## src/rtl/cpd_pkg.sv

```systemverilog
package cpd_pkg;

    localparam int PARCEL_W = 16;
    localparam int REG_W    = 3;
    localparam int AUX_W    = 4;
    localparam int BI_W     = 5;
    localparam int OFFS_W   = 9;
    localparam int OP_W     = 5;
    localparam int CRT_W    = 2;

    typedef enum logic [OP_W-1:0] {
        OP_ILL       = 5'd0,
        OP_BR        = 5'd1,
        OP_BR_LREG   = 5'd2,
        OP_BR_TREG   = 5'd3,
        OP_FLOAD     = 5'd4,
        OP_FSTORE    = 5'd5,
        OP_LOAD      = 5'd6,
        OP_STORE     = 5'd7,
        OP_ADD       = 5'd8,
        OP_MUL       = 5'd9,
        OP_SUB       = 5'd10,
        OP_NEG       = 5'd11,
        OP_AND       = 5'd12,
        OP_NAND      = 5'd13,
        OP_OR        = 5'd14,
        OP_NOR       = 5'd15,
        OP_NOT       = 5'd16,
        OP_SEXT      = 5'd17,
        OP_CLZ       = 5'd18,
        OP_POPC      = 5'd19,
        OP_FADD      = 5'd20,
        OP_FMUL      = 5'd21,
        OP_FSUB      = 5'd22,
        OP_FNEG      = 5'd23,
        OP_FABS      = 5'd24,
        OP_FMOVE     = 5'd25,
        OP_CRMOVE    = 5'd26,
        OP_CRLOGIC   = 5'd27,
        OP_TOSPR     = 5'd28,
        OP_FROMSPR   = 5'd29
    } op_e;

    localparam logic [CRT_W-1:0] CRT_NONE = 2'd0;
    localparam logic [CRT_W-1:0] CRT_CR0  = 2'd1;
    localparam logic [CRT_W-1:0] CRT_CR1  = 2'd2;

    typedef struct packed {
        op_e               op;
        logic [REG_W-1:0]  rt;
        logic [REG_W-1:0]  ra;
        logic [REG_W-1:0]  rb;
        logic              raz;
        logic              rbz;
        logic [CRT_W-1:0]  crt;
        logic [AUX_W-1:0]  aux;
        logic [BI_W-1:0]   bi;
        logic              link;
        logic [OFFS_W-1:0] offs;
        logic              ill;
    } dec_t;

endpackage

```

## src/rtl/cpd_alu_dec.sv

```systemverilog
module cpd_alu_dec
    import cpd_pkg::*;
(
    input  logic             mode16,
    input  logic [2:0]       grp,
    input  logic [REG_W-1:0] rt_x,
    input  logic [REG_W-1:0] fb,
    input  logic [REG_W-1:0] fa,
    input  logic             xbit,
    output dec_t             dec
);

    logic unary;
    assign unary = (fa == '0);

    always_comb begin
        dec     = '0;
        dec.rt  = mode16 ? rt_x : fb;
        dec.rb  = fb;
        dec.ra  = fa;
        dec.raz = unary;
        unique case (grp)
            3'b010: begin
                dec.op = xbit ? OP_MUL : OP_ADD;
            end
            3'b011: begin
                if (!xbit) begin
                    dec.op  = unary ? OP_NEG : OP_SUB;
                    dec.crt = CRT_CR0;
                end else begin
                    dec.op  = unary ? OP_FNEG : OP_FSUB;
                    dec.crt = CRT_CR1;
                end
            end
            3'b100: begin
                if (unary) begin
                    dec.op  = xbit ? OP_CLZ : OP_SEXT;
                    dec.ill = !mode16;
                end else begin
                    dec.op  = xbit ? OP_NAND : OP_AND;
                end
            end
            3'b101: begin
                if (unary) begin
                    if (xbit) begin
                        dec.op = OP_NOT;
                    end else begin
                        dec.op  = OP_POPC;
                        dec.ill = !mode16;
                    end
                end else begin
                    dec.op = xbit ? OP_NOR : OP_OR;
                end
            end
            3'b110: begin
                if (unary) begin
                    if (xbit) begin
                        dec.op  = OP_FMOVE;
                        dec.crt = CRT_CR1;
                        dec.ill = !mode16;
                    end else begin
                        dec.op = OP_FABS;
                    end
                end else begin
                    dec.op = xbit ? OP_FMUL : OP_FADD;
                end
            end
            default: begin
                dec.ill = 1'b1;
            end
        endcase
    end

endmodule

```

## src/rtl/cpd_flow_dec.sv

```systemverilog
module cpd_flow_dec
    import cpd_pkg::*;
(
    input  logic             mode16,
    input  logic [2:0]       grp,
    input  logic [1:0]       hi2,
    input  logic [REG_W-1:0] rt_x,
    input  logic [REG_W-1:0] fb,
    input  logic [REG_W-1:0] fa,
    input  logic             xbit,
    output dec_t             dec
);

    logic [OFFS_W-1:0] offs_narrow;
    logic [OFFS_W-1:0] offs_wide;

    assign offs_narrow = {{2{fb[2]}}, fb, fa, 1'b0};
    assign offs_wide   = {hi2, fb, fa, 1'b0};

    always_comb begin
        dec = '0;
        unique case (grp)
            3'b000: begin
                dec.op   = OP_BR;
                dec.link = xbit;
                dec.offs = mode16 ? offs_wide : offs_narrow;
            end
            3'b001: begin
                if (!fb[2]) begin
                    dec.op   = fa[2] ? OP_BR_TREG : OP_BR_LREG;
                    dec.link = xbit;
                    if (mode16) begin
                        dec.bi  = {rt_x, fb[1:0]};
                        dec.aux = {hi2, fa[1:0]};
                    end else begin
                        dec.bi  = {3'b000, fb[1:0]};
                        dec.aux = {2'b00, fa[1:0]};
                    end
                end else if (fa[2]) begin
                    if (!mode16) begin
                        dec.ill = 1'b1;
                    end else if (!xbit) begin
                        dec.op = OP_FLOAD;
                        dec.rt = rt_x;
                        dec.ra = {hi2[0], fb[1:0]};
                        dec.rb = {hi2[1], fa[1:0]};
                    end else begin
                        dec.op = OP_FSTORE;
                        dec.rb = rt_x;
                        dec.ra = {hi2[1], fb[1:0]};
                        dec.rt = {hi2[0], fa[1:0]};
                    end
                end else begin
                    dec.ill = 1'b1;
                end
            end
            3'b111: begin
                if (mode16) begin
                    dec.ra = fb;
                    if (!xbit) begin
                        dec.op = OP_LOAD;
                        dec.rt = rt_x;
                        dec.rb = fa;
                    end else begin
                        dec.op = OP_STORE;
                        dec.rb = rt_x;
                        dec.rt = fa;
                    end
                end else begin
                    dec.ra = {1'b0, fb[1:0]};
                    if (!xbit) begin
                        dec.op = OP_LOAD;
                        dec.rb = {1'b0, fa[1:0]};
                        dec.rt = {1'b0, fa[1:0]};
                    end else begin
                        dec.op  = OP_STORE;
                        dec.rt  = {1'b0, fa[1:0]};
                        dec.rbz = 1'b1;
                    end
                end
            end
            default: begin
                dec.ill = 1'b1;
            end
        endcase
    end

endmodule

```

## src/rtl/cpd_sys_dec.sv

```systemverilog
module cpd_sys_dec
    import cpd_pkg::*;
(
    input  logic             mode16,
    input  logic [3:0]       subop,
    input  logic             b4,
    input  logic [1:0]       fb_lo,
    input  logic [REG_W-1:0] bb,
    output dec_t             dec
);

    always_comb begin
        dec = '0;
        unique case (subop)
            4'b0000: begin
                dec.op = OP_CRMOVE;
                dec.rt = {mode16 & b4, fb_lo};
                dec.ra = bb;
            end
            4'b0001, 4'b0100, 4'b0110, 4'b0111,
            4'b1000, 4'b1001, 4'b1101, 4'b1110: begin
                dec.op  = OP_CRLOGIC;
                dec.rt  = {b4, fb_lo};
                dec.ra  = {b4, fb_lo};
                dec.rb  = bb;
                dec.aux = subop;
                dec.ill = !mode16;
            end
            4'b1111: begin
                dec.op  = b4 ? OP_FROMSPR : OP_TOSPR;
                dec.rt  = bb;
                dec.aux = {2'b00, fb_lo};
                dec.ill = !mode16;
            end
            default: begin
                dec.ill = 1'b1;
            end
        endcase
    end

endmodule

```

## src/rtl/cparcel_decoder.sv

```systemverilog
module cparcel_decoder
    import cpd_pkg::*;
#(
    parameter bit TAIL_CHECK = 1'b1
) (
    input  logic                clk,
    input  logic                rst_n,
    input  logic                in_valid,
    input  logic [PARCEL_W-1:0] in_parcel,
    input  logic                in_mode16,
    output logic                out_valid,
    output logic [OP_W-1:0]     out_op,
    output logic [REG_W-1:0]    out_rt,
    output logic [REG_W-1:0]    out_ra,
    output logic [REG_W-1:0]    out_rb,
    output logic                out_ra_zero,
    output logic                out_rb_zero,
    output logic [CRT_W-1:0]    out_crt,
    output logic [AUX_W-1:0]    out_aux,
    output logic [BI_W-1:0]     out_bi,
    output logic                out_link,
    output logic [OFFS_W-1:0]   out_offs,
    output logic                out_illegal
);

    logic [2:0]       grp;
    logic [REG_W-1:0] fld_rtx;
    logic [REG_W-1:0] fld_b;
    logic [REG_W-1:0] fld_a;
    logic             tail_bad;

    assign grp     = in_parcel[10:8];
    assign fld_rtx = in_parcel[13:11];
    assign fld_b   = in_parcel[7:5];
    assign fld_a   = in_parcel[4:2];

    generate
        if (TAIL_CHECK) begin : g_tail
            assign tail_bad = ~in_parcel[0];
        end else begin : g_notail
            assign tail_bad = 1'b0;
        end
    endgenerate

    dec_t alu_dec, flow_dec, sys_dec, raw_dec, next_dec, dec_q;
    logic vld_q;

    cpd_alu_dec i_alu (
        .mode16 (in_mode16),
        .grp    (grp),
        .rt_x   (fld_rtx),
        .fb     (fld_b),
        .fa     (fld_a),
        .xbit   (in_parcel[1]),
        .dec    (alu_dec)
    );

    cpd_flow_dec i_flow (
        .mode16 (in_mode16),
        .grp    (grp),
        .hi2    (in_parcel[15:14]),
        .rt_x   (fld_rtx),
        .fb     (fld_b),
        .fa     (fld_a),
        .xbit   (in_parcel[1]),
        .dec    (flow_dec)
    );

    cpd_sys_dec i_sys (
        .mode16 (in_mode16),
        .subop  (in_parcel[15:12]),
        .b4     (in_parcel[11]),
        .fb_lo  (in_parcel[6:5]),
        .bb     (in_parcel[3:1]),
        .dec    (sys_dec)
    );

    always_comb begin
        unique case (grp)
            3'b000, 3'b111: raw_dec = flow_dec;
            3'b001:         raw_dec = (fld_b[2] && !fld_a[2]) ? sys_dec : flow_dec;
            default:        raw_dec = alu_dec;
        endcase
    end

    always_comb begin
        if (raw_dec.ill || tail_bad) begin
            next_dec     = '0;
            next_dec.ill = 1'b1;
        end else begin
            next_dec = raw_dec;
        end
    end

    always_ff @(posedge clk) begin
        if (!rst_n) begin
            vld_q <= 1'b0;
            dec_q <= '0;
        end else begin
            vld_q <= in_valid;
            if (in_valid) begin
                dec_q <= next_dec;
            end
        end
    end

    assign out_valid   = vld_q;
    assign out_op      = dec_q.op;
    assign out_rt      = dec_q.rt;
    assign out_ra      = dec_q.ra;
    assign out_rb      = dec_q.rb;
    assign out_ra_zero = dec_q.raz;
    assign out_rb_zero = dec_q.rbz;
    assign out_crt     = dec_q.crt;
    assign out_aux     = dec_q.aux;
    assign out_bi      = dec_q.bi;
    assign out_link    = dec_q.link;
    assign out_offs    = dec_q.offs;
    assign out_illegal = dec_q.ill;

endmodule

```

## config.mk

```make
export PLATFORM = sky130hd
export DESIGN_NAME = cparcel_decoder
export DESIGN_NICKNAME = d
export VERILOG_FILES = /design/src/rtl/cpd_pkg.sv /design/src/rtl/cpd_alu_dec.sv /design/src/rtl/cpd_flow_dec.sv /design/src/rtl/cpd_sys_dec.sv /design/src/rtl/cparcel_decoder.sv
export SDC_FILE = /design/constraint.sdc
export NUM_CORES = 1
export LEC_CHECK = 0
export BUFFER_PORTS_ARGS = -buffer_cell sky130_fd_sc_hd__buf_4
export CAP_MARGIN = 40
export CORE_ASPECT_RATIO = 0.6
export CORE_MARGIN = 2
export CORE_UTILIZATION = 42
export CTS_BUF_LIST = sky130_fd_sc_hd__clkbuf_4 sky130_fd_sc_hd__clkbuf_8
export CTS_CLUSTER_DIAMETER = 30
export DETAILED_ROUTE_END_ITERATION = 8
export PLACE_DENSITY = 0.71
export SLEW_MARGIN = 25
export SYNTH_ARGS = -nofsm -noshare
export SYNTH_HDL_FRONTEND = slang
export SYNTH_SLANG_ARGS = --single-unit
```

## constraint.sdc

```tcl
create_clock -name clk -period 2.2 [get_ports clk]
set_input_delay 0 -clock clk [delete_from_list [all_inputs] [get_ports clk]]
set_output_delay 0 -clock clk [all_outputs]
set_load 0.02 [all_outputs]
```

==> flow_metrics.py, run 1 <==
metrics = {
    "yosys": {
        "synth-edff-count": 0,
        "yosys_warnings": 0,
        "postSynthCellCount": 308,
        "avgSynthCellArea_sq_um": 7.93,
        "async_flop_share": 0,
        "synthDistinctLibCells": 61,
        "synth_seq_area_share": 0.311,
        "synth_top_flop_cell": "dfxtp_1",
        "syn_area_sq_um": 2440,
        "yosys.area.top_type": "dfxtp_1",
        "yosysTopAreaCellShare": 0.311,
        "synth_area_leaders": "dfxtp_1, a21oi_1, nor2_1",
        "synth-seq-cells": 38,
        "syn_nets": 330,
    },
    "setup_path": {
        "worstPathArrival_ns": 1.80,
        "cp-start-kind": "input port",
        "worst-setup-path-type": "input port to flop",
        "crit_start": "in_parcel[12]",
        "cp_max_fo": 15,
        "rr_startpoint": "out_rt[2]$_SDFFE_PN0P_",
        "critPathSlowestCell": "or3_1",
        "cp-end-kind": "flop",
        "slowest_delay_ns": 0.53,
        "crit_required_ns": 2.43,
        "path_cells": "buf_4 -> nor4_4 -> a211oi_1 -> or3_1 -> nor3_4 -> a32o_1",
    },
    "detailed_routing": {
        "wl_met2_mm": 3.35,
        "num_vias": 2654,
        "drt-met1-wl_mm": 4.01,
        "antenna_left": 0,
        "drc": 0,
        "firstDrtPassIters": 5,
        "dr.max_layer_used": "met4",
        "drt_iter0_markers": 346,
        "drt_wl_total_mm": 8.36,
        "wl_met3_microns": 902,
        "viasPerCell": 6.05,
        "routedWlPerCell_microns": 19.1,
    },
    "timing": {
        "slew_headroom": 0.621,
        "period_needed_ns": 1.57,
        "finalSetupViolations": 0,
        "rsz0062_at_grt": "false",
        "timing.final.crit_share": 0.713,
        "fmax_mhz": 638,
        "worst_pin_slew_ns": 0.567,
        "finalHoldViolCount": 0,
        "tns_ns": 0,
        "finalMaxSlewViolations": 0,
        "clock_skew_ns": 0,
    },
    "finish": {
        "nets": 380,
        "drive_above_1_share": 0.248,
        "area_growth_syn_to_layout_pct": 26.8,
        "fill_cells": 537,
        "final_util": 0.554,
        "antenna_cells": 0,
    },
    "cts": {
        "cts_hold_buf": 0,
        "cts_htree_levels": 2,
        "ctsResizeCount": 0,
        "cts_tree": "yes",
        "cts_made_buffers": 5,
        "clkTransAtPathRegs_ns": 0.08,
        "post_cts_buffers": 0,
        "cts.path.max_buffers": 2,
        "cts_root_buffer": "clkbuf_8",
        "clock_latency_ns": 0.29,
        "cts_num_sinks": 38,
    },
    "power": {
        "p_per_area_nw_per_um2": 593,
        "power_leakage_nw": 1.28,
        "ir_drop_uv": 333,
        "power_mw": 1.84,
    },
    "global_route": {
        "grt_use_total": 0.261,
        "grt_max_degree": 27,
        "grt-ovfl-total": 0,
        "antenna_found_initial": 0,
        "grt_pass1_wl_mm": 13.1,
        "grt_pass1_vias": 2429,
    },
    "place": {
        "gp_congestion": 0.958,
        "port_buffers": 57,
        "dp_hpwl_mm": 6.12,
    },
    "floorplan": {
        "ios": 59,
        "start_util": 0.437,
        "rows": 21,
        "core_sq_um": 5600,
        "dieArea_sq_um": 6460,
        "die_h_microns": 63.1,
        "die_w_microns": 102,
    },
    "status": {
        "status": "complete, no violations",
    },
    "worst_hold_path": {
        "hold_class": "input port to flop",
        "hp-start": "rst_n",
    },
    "job": {
        "cap_violations": 0,
    },
}
## final cells by class
class,instances,area [sq um],area share
Inverter,10,37.5,0.0121
Multi-Input combinational cell,232,1530,0.492
Sequential cell,38,761,0.245
Clock buffer,6,82.6,0.0266
Tap cell,80,100,0.0323
Timing Repair Buffer,71,533,0.172
Clock inverter,2,60.1,0.0194
## registers in the layout (all words and copies together) (netlist names)
| name | flops |
|---|---|
| out_valid | 1 |
| out_ra | 3 |
| out_rt | 3 |
| out_rb_zero | 1 |
| out_op | 5 |
| out_bi | 5 |
| out_ra_zero | 1 |
| out_illegal | 1 |
| out_link | 1 |
| out_aux | 4 |
| out_rb | 3 |
| out_crt | 2 |
| out_offs | 8 |
## worst paths after layout
check / end / cells after the start / slack [ns]
setup / recovery: out_crt[0]$_SDFFE_PN0P_ / 6 / 0.63
hold / removal: out_illegal$_SDFFE_PN0P_ / 3 / 0.007
setup reg to reg: out_rt[2]$_SDFFE_PN0P_ / 5 / 0.91
hold reg to reg: out_rb[0]$_SDFFE_PN0P_ / 2 / 0.46
## synth_stat cells (3+ instances only)
cell / count
dfxtp_1: 38
nor2_1: 28
nand2_1: 23
a21oi_1: 21
clkbuf_1: 19
nor2b_1: 10
o21ai_0: 10
a32o_1: 9
inv_1: 9
a22oi_1: 8
nand2b_1: 8
a31oi_1: 7
and3_1: 7
nand3_1: 7
nor3_1: 6
o22ai_1: 6
a211oi_1: 5
a22o_1: 5
o21a_1: 5
o31ai_1: 5
buf_2: 4
mux2i_1: 4
nand4_1: 4
a211o_1: 3
a2bb2oi_1: 3
a32oi_1: 3
and2_1: 3
mux2_2: 3
o2111ai_1: 3
## cell usage in the layout, fill, tap and decap left out, types with 4 or more instances in the layout
master,n
mux2i_1,4
dfxtp_1,38
nand3_1,7
o21ai_0,10
nand2_1,23
nand4_1,4
nand2b_1,8
nor3_1,6
a31oi_1,7
and3_1,7
o22ai_1,6
buf_4,71
nor2_1,28
inv_1,9
a22o_1,5
clkbuf_8,6
nor2b_1,10
a21oi_1,21
a211oi_1,5
o31ai_1,5
a32o_1,9
a22oi_1,8
o21a_1,5
## per-layer routing
| metal | track usage | vias to the layer above |
|---|---|---|
| met5 | 0 | - |
| met4 | 0.0533 | 0 |
| met3 | 0.0699 | 14 |
| met2 | 0.354 | 166 |
| met1 | 0.408 | 1219 |
| li1 | - | 1255 |
## power by group
group / switching, mW / internal [mW] / total, mW / leakage, nW
clock network: 0.263 / 0.484 / 0.747 / 0.0714
registers: 0.00856 / 0.703 / 0.711 / 0.308
logic: 0.236 / 0.142 / 0.379 / 0.906
total: 0.508 / 1.33 / 1.84 / 1.28
## per-stage QoR
stage	std cells	cell area (sq um)	worst slack (ns)	hold slack, ns
after floorplan	308	2440	0.603	0.136
after global placement	431	2960	0.409	0.300
after detailed placement	431	2960	0.377	0.311
after CTS	439	3100	0.662	0.00277
after global routing	439	3100	0.566	0.0152
final	439	3100	0.632	0.00696
## cells by family after synthesis
logic type      after synthesis  share of synthesized area
other cells                   1                    0.00153
simple gates                110                      0.247
fa+ha+maj                     2                     0.0102
xor+xnor                      2                    0.00717
flops                        38                      0.311
compound gates              110                      0.328
buf+inv                      38                     0.0645
mux                           7                     0.0302
## critical path: cells and delay by family
| family | cells | cell delay [ns] |
|---|---|---|
| simple gates | 3 | 1.23 |
| compound gates | 2 | 0.39 |
| buf+inv | 1 | 0.17 |
(Power assumes the default switching activity.)
==> run 2: changes to the inputs <==
clock period = 1.6 ns   (was 2.2 ns; I/O delays follow)
==> run 2 against run 1 <==
- clock skew is the same
- wire length grew 9.9%
- combinational power grew 64%
- register-to-register slack lost 0.52 ns
- sequential power grew 38%
- clock power grew 38%
- flip-flop and latch count is the same
- die area is the same
- count of clock-buffer cells in the layout is the same
- via count grew 8.6%
- critical endpoint is now out_rb[2]$_SDFFE_PN0P_
==> flow_metrics.py, run 2 (same netlist as run 1, synthesis figures left out) <==
metrics = {
    "status": {
        "status": "complete, no violations",
    },
    "finish": {
        "final_common_cell": "buf_4",
        "final_cell_mix": "buf_4, dfxtp_1, nor2_1",
        "antenna_cells": 0,
        "area_growth_syn_to_layout_pct": 42.8,
        "nets": 430,
        "drive_above_1_share": 0.337,
        "stdcell_area_sq_um": 3490,
        "largest_register_ffs": 8,
    },
    "cts": {
        "clock_latency_ns": 0.29,
        "cts_num_sinks": 38,
        "cts_root_buffer": "clkbuf_8",
        "ctsResizeCount": 0,
        "cts_tree": "yes",
        "cts_made_buffers": 5,
        "clkTransAtPathRegs_ns": 0.08,
        "post_cts_buffers": 0,
        "cts_htree_levels": 2,
        "cts_hold_buf": 1,
        "cts.path.max_buffers": 2,
    },
    "timing": {
        "finalMaxSlewViolations": 0,
        "slew_headroom": 0.678,
        "clock_skew_ns": 0,
        "finalSetupViolations": 0,
        "tns_ns": 0,
        "timing.final.crit_share": 0.887,
        "finalHoldViolCount": 0,
        "rsz0062_at_grt": "false",
        "period_needed_ns": 1.42,
        "worst_pin_slew_ns": 0.471,
        "fmax_mhz": 705,
    },
    "floorplan": {
        "dieArea_sq_um": 6460,
        "ios": 59,
        "core_sq_um": 5600,
        "die_h_microns": 63.1,
        "die_w_microns": 102,
        "start_util": 0.437,
        "rows": 21,
    },
    "place": {
        "port_buffers": 57,
        "placed_area_sq_um": 3340,
        "dp_hpwl_mm": 6.98,
        "gp_congestion": 0.980,
    },
    "detailed_routing": {
        "num_vias": 2883,
        "drt_iter0_markers": 277,
        "drc": 0,
        "routedWlPerCell_microns": 18.8,
        "antenna_left": 0,
        "drt_wl_total_mm": 9.19,
        "firstDrtPassIters": 5,
        "viasPerCell": 5.90,
    },
    "global_route": {
        "grt-ovfl-total": 0,
        "grt_pass1_wl_mm": 14.8,
        "grt_pass1_vias": 2777,
        "grt_max_degree": 16,
        "antenna_found_initial": 0,
        "grt_use_total": 0.297,
    },
    "setup_path": {
        "worstPathArrival_ns": 1.61,
        "cp-start-kind": "input port",
        "crit_required_ns": 1.79,
        "worst-setup-path-type": "input port to flop",
        "cp-end-kind": "flop",
        "cp_max_fo": 7,
    },
    "power": {
        "p_per_area_nw_per_um2": 754,
        "power_leakage_nw": 1.53,
        "ir_drop_uv": 462,
    },
    "worst_hold_path": {
        "hold_class": "input port to flop",
    },
    "job": {
        "cap_violations": 0,
    },
}
-- run 2: cell count changes in the layout (fill, tap and decap cells not counted) --
cell	previous run	this run
buf_12	0	1
buf_4	71	119
dlygate4sd3_1	0	1
-- run 2: metrics by stage --
step / power, mW / hold WS [ns] / worst slack [ns] / std cells / util
5_1_grt: 2.73 / 0.0437 / 0.133 / 489 / 0.624
3_5_place_dp: 1.60 / 0.303 / -0.0650 / 480 / 0.596
6_report: 2.63 / 0.0442 / 0.181 / 489 / 0.624
2_1_floorplan: 1.31 / 0.136 / 0.00332 / 308 / -
3_3_place_gp: 1.60 / 0.307 / -0.0609 / 480 / 0.596
4_1_cts: 2.63 / 0.0304 / 0.228 / 489 / 0.624
-- run 2: worst paths after layout --
path	startpoint	endpoint	slack, ns	depth (start not counted)
max	in_parcel[12]	out_rb[2]$_SDFFE_PN0P_	0.18	8
min	in_parcel[6]	out_offs[5]$_SDFFE_PN0P_	0.04	3
max reg2reg	out_rt[2]$_SDFFE_PN0P_	out_rt[2]$_SDFFE_PN0P_	0.39	5
min reg2reg	out_aux[3]$_SDFFE_PN0P_	out_aux[3]$_SDFFE_PN0P_	0.46	2
-- run 2: cell type report --
cell class / count / area (sq um)
well taps: 80 / 100
multi-input cells: 232 / 1530
clock inverters: 2 / 60.1
inverters: 10 / 37.5
repair buffers: 121 / 923
clock buffers: 6 / 82.6
fillers: 527 / 2110
flip-flops and latches: 38 / 761
-- run 2: per-layer routing --
layer	track usage	vias up	wire [microns]	share of wire
met5	0	-	0	0
met4	0.0717	0	147	0.016
met3	0.0688	17	935	0.10
met2	0.412	161	3650	0.40
met1	0.458	1353	4460	0.49
li1	-	1352	-	-
-- run 2: worst max-delay path, stage by stage --
cell	delay (ns)
buf_4	0.10
buf_4	0.14
nor4bb_1	0.32
or3_1	0.20
nor2_1	0.05
buf_4	0.18
a311o_1	0.37
a32o_1	0.26
-- run 2: power breakdown --
part           internal [mW]  switching [mW]
Sequential             0.966          0.0121
Clock                  0.665           0.363
Combinational          0.272           0.351
Total                   1.90           0.726
==> run 3: changes to the inputs <==
BUFFER_PORTS_ARGS = not set   (was -buffer_cell sky130_fd_sc_hd__buf_4)
DONT_BUFFER_PORTS = 1   (was not set)
PLACE_DENSITY = 0.62   (was 0.71)
==> run 3 against run 2 <==
- the flow now finishes with violations (hold timing)
- clock power about the same
- power decreased by 7.5%
- largest cell class unchanged
- die area unchanged
- critical path type is now flop to flop
- fmax increased by 8.9%
==> flow_metrics.py, run 3 (same netlist as run 1, synthesis figures left out) <==
metrics = {
    "setup_path": {
        "crit_required_ns": 1.80,
        "cp-start-kind": "flop",
        "crit_start": "out_rt[2]$_SDFFE_PN0P_",
        "rr_startpoint": "out_rt[2]$_SDFFE_PN0P_",
        "cp-end-kind": "flop",
        "worstPathArrival_ns": 1.50,
        "path_cells": "nor2b_1 -> a31oi_1 -> o21ai_0 -> a211o_1 -> o211a_1",
        "worst-setup-path-type": "flop to flop",
        "critPathSlowestCell": "dfxtp_1",
        "slowest_delay_ns": 0.38,
        "cp_max_fo": 2,
    },
    "power": {
        "ir_drop_uv": 460,
        "power_leakage_nw": 1.10,
        "power_mw": 2.43,
        "p_per_area_nw_per_um2": 837,
    },
    "timing": {
        "clock_skew_ns": 0,
        "hold_ws_ns": -0.00202,
        "timing.final.crit_share": 0.814,
        "period_needed_ns": 1.30,
        "fmax_mhz": 767,
        "finalSetupViolations": 0,
        "finalMaxSlewViolations": 0,
        "rsz0062_at_grt": "false",
        "finalHoldViolCount": 1,
        "tns_ns": 0,
    },
    "global_route": {
        "grt_pass1_vias": 2384,
        "grt_max_degree": 27,
        "grt_pass1_wl_mm": 13.6,
        "grt_use_total": 0.273,
        "antenna_found_initial": 0,
        "grt-ovfl-total": 0,
    },
    "cts": {
        "cts_made_buffers": 5,
        "cts_root_buffer": "clkbuf_8",
        "cts_tree": "yes",
        "post_cts_buffers": 0,
        "cts_num_sinks": 38,
        "clkTransAtPathRegs_ns": 0.09,
        "cts_htree_levels": 2,
        "ctsResizeCount": 0,
        "cts_hold_buf": 19,
        "clock_latency_ns": 0.29,
        "cts.path.max_buffers": 2,
    },
    "finish": {
        "final_common_cell": "dfxtp_1",
        "nets": 348,
        "area_growth_syn_to_layout_pct": 18.9,
        "antenna_cells": 0,
        "stdcell_area_sq_um": 2910,
        "final_cell_mix": "dfxtp_1, nor2_1, nand2_1",
        "drive_above_1_share": 0.116,
        "largest_register_ffs": 8,
    },
    "floorplan": {
        "die_h_microns": 63.1,
        "ios": 59,
        "start_util": 0.437,
        "dieArea_sq_um": 6460,
        "core_sq_um": 5600,
        "die_w_microns": 102,
        "rows": 21,
    },
    "detailed_routing": {
        "viasPerCell": 6.41,
        "drc": 0,
        "routedWlPerCell_microns": 21.3,
        "drt_wl_total_mm": 8.65,
        "antenna_left": 0,
        "firstDrtPassIters": 5,
        "num_vias": 2610,
        "drt_iter0_markers": 291,
    },
    "place": {
        "placed_area_sq_um": 2570,
        "gp_congestion": 0.957,
        "dp_hpwl_mm": 5.62,
        "port_buffers": 0,
    },
    "status": {
        "status": "complete, but fails checks",
        "failed_checks": "hold timing",
    },
    "worst_hold_path": {
        "hold_class": "input port to flop",
        "hp-start": "in_parcel[11]",
    },
    "job": {
        "cap_violations": 0,
    },
}
## run 3: cell types whose count changed in the layout (fill, tap and decap cells not counted), sizes merged
cell         delta
dlygate4sd3    +18
buf           -100
## run 3: routing by layer
layer  GRT usage  up-vias  part of all wire
met5           0        -                 0
met4      0.0500        0             0.013
met3      0.0733       15              0.12
met2       0.346      148              0.39
met1       0.447     1249              0.48
li1            -     1198                 -
## run 3: final timing paths
path,slack (ns),cells past startpoint,endpoint
min reg2reg,0.52,2,out_ra[0]$_SDFFE_PN0P_
min,-0.002,3,out_bi[2]$_SDFFE_PN0P_
max,0.30,5,out_rt[2]$_SDFFE_PN0P_
max reg2reg,0.30,5,out_rt[2]$_SDFFE_PN0P_
## run 3: worst max-delay path, delay by kind of cell (launching register included)
family,cells,cell delay [ns]
simple gates,1,0.18
compound gates,4,0.65
flops,1,0.38
## run 3: through the flow
stage / hold WS, ns / util / worst slack (ns) / std cells
after floorplan: 0.136 / - / 0.00332 / 308
after global placement: 0.143 / 0.460 / 0.0719 / 380
after detailed placement: 0.151 / 0.460 / 0.0368 / 380
after CTS: 0.000977 / 0.519 / 0.294 / 407
after global routing: 0.0164 / 0.519 / 0.171 / 407
final: -0.00202 / 0.519 / 0.297 / 407
## run 3: final cells by class
class                   instances  area, sq um
clock buffers                   6         82.6
clock inverters                 2         60.1
fillers                       556         2690
inverters                      10         37.5
multi-input cells             232         1530
flip-flops and latches         38          761
well taps                      80          100
repair buffers                 39          340
## run 3: power breakdown
| part | switching (mW) | internal (mW) | total, mW |
|---|---|---|---|
| clock | 0.373 | 0.666 | 1.04 |
| combinational | 0.207 | 0.183 | 0.389 |
| sequential | 0.0396 | 0.967 | 1.01 |
| total | 0.619 | 1.81 | 2.43 |
